## config.mk

```make
export PLATFORM = sky130hd
export DESIGN_NAME = steer_wdog
export DESIGN_NICKNAME = d
export VERILOG_FILES = /design/src/rtl/steer_wdog_pkg.sv /design/src/rtl/steer_wdog_reload.sv /design/src/rtl/steer_wdog_count.sv /design/src/rtl/steer_wdog_action.sv /design/src/rtl/steer_wdog.sv
export SDC_FILE = /design/constraint.sdc
export NUM_CORES = 1
export LEC_CHECK = 0
export BUFFER_PORTS_ARGS = -buffer_cell sky130_fd_sc_hd__buf_2
export CAP_MARGIN = 20
export CORE_MARGIN = 10
export CORE_UTILIZATION = 50
export CTS_CLUSTER_DIAMETER = 120
export DETAILED_ROUTE_END_ITERATION = 8
export GPL_TIMING_DRIVEN = 0
export PLACE_DENSITY = 0.8
export REMOVE_ABC_BUFFERS = 1
export SYNTH_ARGS = -nofsm -noshare
export SYNTH_HDL_FRONTEND = slang
export SYNTH_SLANG_ARGS = --single-unit
export TNS_END_PERCENT = 100
```

## constraint.sdc

```tcl
create_clock -name clk -period 1.9 [get_ports clk]
set_clock_uncertainty 0.1 [all_clocks]
set_input_delay 0.285 -clock clk [delete_from_list [all_inputs] [get_ports clk]]
set_output_delay 0.285 -clock clk [all_outputs]
set_load 0.02 [all_outputs]
```

## src/rtl/steer_wdog_pkg.sv

```systemverilog
package steer_wdog_pkg;
    localparam int RES_W   = 2;
    localparam int MULT_W  = 5;
    localparam int REG_W   = 1 + MULT_W + RES_W;
    localparam int MAX_RES = (1 << RES_W) - 1;
    localparam int CNT_W   = MULT_W + 2 * MAX_RES;

    typedef struct packed {
        logic              steer;
        logic [MULT_W-1:0] mult;
        logic [RES_W-1:0]  res;
    } wd_cfg_t;

    function automatic logic [CNT_W-1:0] interval_of(input wd_cfg_t c);
        return CNT_W'(c.mult) << {c.res, 1'b0};
    endfunction
endpackage

```

## src/rtl/steer_wdog_reload.sv

```systemverilog
module steer_wdog_reload
    import steer_wdog_pkg::*;
(
    input  logic             wr,
    input  logic             rd,
    input  wd_cfg_t          wdata,
    input  wd_cfg_t          cur,
    output logic             load,
    output logic [CNT_W-1:0] load_val
);
    wd_cfg_t src;

    always_comb begin
        src      = wr ? wdata : cur;
        load     = wr | rd;
        load_val = interval_of(src);
    end
endmodule

```

## src/rtl/steer_wdog_count.sv

```systemverilog
module steer_wdog_count
    import steer_wdog_pkg::*;
(
    input  logic             clk,
    input  logic             rst,
    input  logic             load,
    input  logic [CNT_W-1:0] load_val,
    input  logic             tick,
    output logic             expire
);
    logic [CNT_W-1:0] cnt_q;
    logic             run_q;

    assign expire = run_q && tick && !load && (cnt_q == CNT_W'(1));

    always_ff @(posedge clk) begin
        if (rst) begin
            cnt_q <= '0;
            run_q <= 1'b0;
        end else if (load) begin
            cnt_q <= load_val;
            run_q <= |load_val;
        end else if (expire) begin
            cnt_q <= '0;
            run_q <= 1'b0;
        end else if (run_q && tick) begin
            cnt_q <= cnt_q - CNT_W'(1);
        end
    end
endmodule

```

## src/rtl/steer_wdog_action.sv

```systemverilog
module steer_wdog_action
    import steer_wdog_pkg::*;
(
    input  logic    clk,
    input  logic    rst,
    input  logic    wr,
    input  logic    rd,
    input  wd_cfg_t wdata,
    input  logic    expire,
    output wd_cfg_t cfg,
    output logic    flag,
    output logic    rst_req,
    output logic    irq,
    output logic    cen_clr
);
    wd_cfg_t cfg_q;

    assign cfg = cfg_q;

    always_ff @(posedge clk) begin
        if (rst) begin
            cfg_q   <= '0;
            flag    <= 1'b0;
            rst_req <= 1'b0;
            irq     <= 1'b0;
            cen_clr <= 1'b0;
        end else begin
            rst_req <= expire && cfg_q.steer;
            cen_clr <= expire && cfg_q.steer;
            irq     <= expire && !cfg_q.steer;
            if (wr) begin
                cfg_q <= wdata;
            end else if (expire && cfg_q.steer) begin
                cfg_q <= '0;
            end
            if (wr || rd) begin
                flag <= 1'b0;
            end else if (expire) begin
                flag <= 1'b1;
            end
        end
    end
endmodule

```

## src/rtl/steer_wdog.sv

```systemverilog
module steer_wdog
    import steer_wdog_pkg::*;
(
    input  logic             clk,
    input  logic             rst,
    input  logic             tick_i,
    input  logic             reg_wr_i,
    input  logic             reg_rd_i,
    input  logic [REG_W-1:0] reg_wdata_i,
    output logic [REG_W-1:0] reg_rdata_o,
    output logic             flag_o,
    output logic             century_clr_o,
    output logic             rst_req_o,
    output logic             irq_o
);
    wd_cfg_t          cfg;
    logic             load;
    logic [CNT_W-1:0] load_val;
    logic             expire;

    steer_wdog_reload u_reload (
        .wr       (reg_wr_i),
        .rd       (reg_rd_i),
        .wdata    (wd_cfg_t'(reg_wdata_i)),
        .cur      (cfg),
        .load     (load),
        .load_val (load_val)
    );

    steer_wdog_count u_count (
        .clk      (clk),
        .rst      (rst),
        .load     (load),
        .load_val (load_val),
        .tick     (tick_i),
        .expire   (expire)
    );

    steer_wdog_action u_action (
        .clk     (clk),
        .rst     (rst),
        .wr      (reg_wr_i),
        .rd      (reg_rd_i),
        .wdata   (wd_cfg_t'(reg_wdata_i)),
        .expire  (expire),
        .cfg     (cfg),
        .flag    (flag_o),
        .rst_req (rst_req_o),
        .irq     (irq_o),
        .cen_clr (century_clr_o)
    );

    assign reg_rdata_o = REG_W'(cfg);
endmodule

```

Word-level counts from Yosys, hierarchy flattened. Index checks and enable logic that the tools add are counted. Widths: inputs -> output; s select.

Bits in registers: 23. Bits of input ports: 13. Output and inout port bits: 12. Word-level logic and storage cells: 33.

$add $sub $neg: 1. Equality and inequality tests: 1. Shifts and indexed selects: 1. Multiplexer cells: 8. Bitwise logic cells: 1. Reductions and logical operators: 13.

Operator list (count): $mux 11 (3); $mux 8 (2); $eq 11x1->1 const B (1); $reduce_or 11->1 (1); $shl 5x3->11 (1); $sub 11x1->11 const B (1); $mux 7 (1); $logic_and 1x1->1 (5); $reduce_bool 2->1 (2); $reduce_bool 3->1 (1); $logic_not 1->1 (2); $mux 1 (2); $reduce_or 2->1 (1); $logic_or 1x1->1 (1); $or 1x1->1 (1).

Longest topological paths before layout.
Depth after elaboration: 7. Mapped depth: 8. Mapped depth without buffers: 7.

Cells and area by module. Synthesis repeated with hierarchy kept, for this count alone.

Cell total of the unflattened synthesis: 174. Area total of the unflattened synthesis: 1468.9 µm².

Modules (own cells, without submodules): steer_wdog_count (times used 1, cells an instance 100, area each 777.0 µm², seq. area each 240.2 µm²); steer_wdog_action (times used 1, cells an instance 43, area each 455.4 µm², seq. area each 220.2 µm²); steer_wdog_reload (times used 1, cells an instance 31, area each 236.5 µm², seq. area each 0.0 µm²).

Worst setup path after synthesis. Ideal clock, no wire load.

Path kind: register to register. Start: reg u_count.cnt_q[4]. End: reg u_count.cnt_q[0]. Library setup time: 136 ps. Arrival time: 1616 ps. Data required time: 1664 ps. Path slack: 48 ps. Cell stages (with the launch flop): 8. Path buffers: 2. Clock period less this slack: 1852 ps. Cells stage by stage: dfxtp_1 -> or3_1 -> buf_6 -> nor4bb_4 -> buf_6 -> a21oi_2 -> a221oi_2 -> a211oi_1.

Word-level cells in the longest chain between the ends: 4. Elaborated cells between the ends (all ways): 5. Classes of those cells: eq/ne: 1; mux: 2; reduce/logical: 2.

RTL lines: start, declared (RTL line steer_wdog_count.sv:11) `logic [CNT_W-1:0] cnt_q;`; start signal, assigned (RTL line steer_wdog_count.sv:21) `cnt_q <= load_val;`; start signal, assigned (RTL line steer_wdog_count.sv:27) `cnt_q <= cnt_q - CNT_W'(1);`; $eq 11x1->1 (*) (RTL line steer_wdog_count.sv:14) `assign expire = run_q && tick && !load && (cnt_q == CNT_W'(1));`; $logic_and 1x1->1 (*) (RTL line steer_wdog_count.sv:14); $mux 11 (RTL line steer_wdog_count.sv:23) `end else if (expire) begin`; $mux 11 (RTL line steer_wdog_count.sv:20) `end else if (load) begin`.

Mark *: on every way between the ends. The rest lies on a longest branch, timed or not. A chain may end at the register's enable or synchronous reset.

Final worst setup path.
Start: reg u_count.cnt_q[5]. End: reg u_count.cnt_q[0].

The elaborated chain is that of the path after synthesis.

==> summary.md <==
| Metric | Value |
|---|---|
| Status | `finished clean` |
| DP HPWL | `between 2 and 3 mm` |
| Via count | `roughly 1.5k` |
| Core Region | `2758 um2` |
| R2R depth | `6` |
| Yosys top cell by area | `dfxtp_1` |
| Async SR Flop Fraction | `0%` |
| DIE WIDTH | `roughly 74 um` |
| Sink Count | `23` |
| Cell variety after synth | `between 40 and 50` |
| Antenna diode count | `0` |
| Critical setup path kind | `flop to flop` |
| CTS tree | `done` |
| Primary flip-flop cell chosen by synthesis mapping | `dfxtp_1` |
| Ys Warns | `0` |
| Max Fanout on Critical Path | `7` |
| Crit end category | `flop` |
| IR drop worst, VDD | `approximately 610 uV` |
| Cell Area, Synth | `approximately 1500 um2` |
| Placer Congestion | `around 0.87` |
| Crit path arrival time | `1.97 ns` |
| Comb power frac | `31.4%` |
| Die ar. | `about 5500 um2` |
| Hold Fails Final Rpt | `0` |
| Post-route insts no fill | `about 240` |
| Power per cell area | `roughly 650 nW/um2` |
| First-pass GRT wire length | `between 6 and 7 mm` |
| Hold depth | `3` |
| CP Launch Type | `flop` |
| Nets | `220` |
| Clock share of power | `slightly above 20%` |
| Sw Share | `34.03%` |
| Critical R2R Launch | `u_count.cnt_q[5]` |
| Vias in the first global route | `~1.4k` |
| Class of the worst hold path | `input port to flop` |
| Critical Path RT | `just under 2 ns` |
| Total power | `around 0.0011 W` |
| Synthesized flop and latch total | `23` |
| Max Cap Viol | `0` |
| Clk_lat worst skew | `slightly above 0.3 ns` |
| DR vias/cell | `slightly above 6` |
| DRC Markers | `0` |
| Layout cells sized above 1 | `between 30% and 40%` |
| Clock root cell | `clkbuf_4` |
| Pint | `0.0007402 W` |
| Sum of negative setup slack | `0 ns` |
| List of most frequent post-synthesis cells | `dfxtp_1 (23), nor2_1 (20), nand2_1 (19)` |
| Worst-Margin Slew | `between 0.4 and 0.5 ns` |
| Sequential cell area | `467.9 um2` |
| P_leak | `0.6619 nW` |
| Mapped Cells | `180` |
| DRT antenna net count | `0` |
| Aggregate global routing overflow | `0` |
| Total CTS buffers | `3` |
| EDFF count, synth | `0` |
| Chip height | `73.86 um` |
| Worst Hold End | `u_action.cfg[7]` |
| H-tree depth | `1` |
| Power share of the sequential group | `between 40 and 50%` |
| Drt pass-1 iters | `4` |
| Initial core utilization | `a little over half` |
| Global Route Usage Sum | `between 10 and 15%` |
| Crit Reg-Reg Endpoint | `u_count.cnt_q[0]` |
| Detailed Route Iter0 Violations | `about 260` |
| Routed len/inst | `approximately 17 um` |
| Total Wirelength | `between 3 and 4 mm` |
| Synth top area share | `between 30% and 40%` |
| Area contributors post-synth | `dfxtp_1 (32%), nor2_1 (5.2%), nand2_1 (4.9%)` |
| Initial antenna violation count | `0` |
| Multi-input logic area | `approximately 980 um2` |
| Clk slew on worst S/H paths | `around 0.13 ns` |
| Worst rel slew slack | `between 60% and 70%` |
| Worst hold start | `reg_wdata_i[7]` |
| Area grow syn2layout | `18.46%` |
| Most common cell in the netlist | `dfxtp_1` |
| Final period utilization | `99.79%` |
| NetSw | `between 0.0003 and 0.0004 W` |
| Placed Instances | `roughly 220` |
| # IOs | `25` |
| Register area share after synthesis | `about a third` |
| I/O Buffers | `24` |
| FILL cells | `250` |
| Final number of setup-violating endpoints | `0` |
| Worst R2R Setup Slack | `~0.0039 ns` |
| Count of final max-slew check failures | `0` |
| Maximum clock rate | `between 0.5 and 0.6 GHz` |
| Post-Syn Area per Cell | `~8.1 um2` |
| Crit path time final | `~1.9 ns` |
| Rows | `19` |
| Largest net degree at the start of global routing | `28` |
| Unrepaired setup endpoints after global routing | `yes` |
| Clock tree buffer depth | `2` |
| # hold bufs at CTS | `0` |
## power groups by stage
stage | clock (W) | combinational (W) | sequential (W)
2_1_floorplan | 0 | 0.000206 | 0.000555
3_3_place_gp | 0 | 0.000297 | 0.000546
3_5_place_dp | 0 | 0.000304 | 0.000549
4_1_cts | 0.000233 | 0.000321 | 0.000541
5_1_grt | 0.000267 | 0.000388 | 0.000548
6_report | 0.000226 | 0.000352 | 0.000544
## worst max-delay path: stages, from the launching register on
cell	delay, ns
dfxtp_2	0.36
or3_4	0.42
nor4bb_4	0.28
buf_6	0.17
a21oi_2	0.08
a221oi_2	0.26
a211oi_1	0.09
## logic make-up (layout without fill, tap and decap cells)
kind of cell | after synthesis | in the layout | synth area share [%]
AO/OA/AOI/OAI | 48 | 48 | 23.38
adder cells (fa/ha/maj) | 2 | 2 | 1.725
buffers and inverters | 16 | 40 | 5.866
flip-flops | 23 | 23 | 31.75
multiplexers | 10 | 10 | 7.334
AND/OR/NAND/NOR | 81 | 81 | 29.94
## sequential cells by signal, indices dropped and copies added, names as in the netlist
| register | flops |
|---|---|
| u_count.run_q | 1 |
| u_action.rst_req | 1 |
| u_action.cfg | 8 |
| u_count.cnt_q | 11 |
| u_action.flag | 1 |
| u_action.irq | 1 |
## placed cells by master (no fill, tap or decap), types with 2 or more instances in the layout
master,instances
a211oi_1,4
a21oi_1,10
a221oi_1,2
a221oi_2,2
a22oi_1,3
a31oi_1,3
a32oi_1,2
and2_1,3
buf_2,23
buf_4,7
clkbuf_4,4
dfxtp_1,19
dfxtp_2,3
inv_1,3
mux2_2,5
mux2i_1,3
mux2i_4,2
nand2_1,19
nand2b_1,2
nand3_1,8
nand3b_1,3
nor2_1,20
nor2b_1,3
nor3_1,6
nor3b_1,2
o21ai_0,10
o22ai_1,2
o32ai_1,2
or3_1,2
## through the flow
| step | area (um2) | hold WS, ns | setup slack, ns | util (%) |
|---|---|---|---|---|
| floorplan | 1380 | 0.2541 | -0.01345 | - |
| global placement | 1539 | 0.3782 | -0.5458 | 55.81 |
| detailed placement | 1539 | 0.4015 | -0.6178 | 55.81 |
| CTS | 1617 | 0.1119 | -0.007812 | 58.62 |
| global route | 1718 | 0.1177 | -0.1133 | 62.30 |
| finish | 1718 | 0.1160 | 0.003913 | 62.30 |
## routing by layer
metal / global-route usage [%] / vias to the layer above / wire [um]
li1: - / 711 / -
met2: 21.31 / 63 / 1901
met5: 0 / - / 0
met1: 19.32 / 687 / 1739
met3: 4.038 / 4 / 246
met4: 5.176 / 0 / 29
## layout make-up
cell class	instances	area share (%)
timing repair buffer	32	10.85
clock buffer	3	1.311
tap	31	2.258
inverter	4	1.020
clock inverter	1	0.2913
multi-input combinational	141	57.03
sequential	23	27.24
## timing repair
action | CTS | global route
gates cloned | 0 | 0
endpoints found under the setup margin | 21 | 21
gates resized for setup | 9 | 13
pin swaps | 1 | 7
setup buffers | 1 | 7
## how the worst max path moves through the flow
| stage | start | depth (start not counted) | slack, ns | end |
|---|---|---|---|---|
| CTS | u_count.cnt_q[1] | 8 | -0.008 | u_count.cnt_q[0] |
| global placement | reg_wr_i | 6 | -0.55 | u_count.cnt_q[7] |
| floorplan | u_count.cnt_q[4] | 5 | -0.01 | u_count.cnt_q[0] |
| finish | u_count.cnt_q[5] | 6 | 0.004 | u_count.cnt_q[0] |
| global route | u_count.cnt_q[1] | 8 | -0.11 | u_count.cnt_q[0] |
| detailed placement | reg_wr_i | 6 | -0.62 | u_count.cnt_q[3] |
No activity file was read; power rests on OpenSTA's default activity.
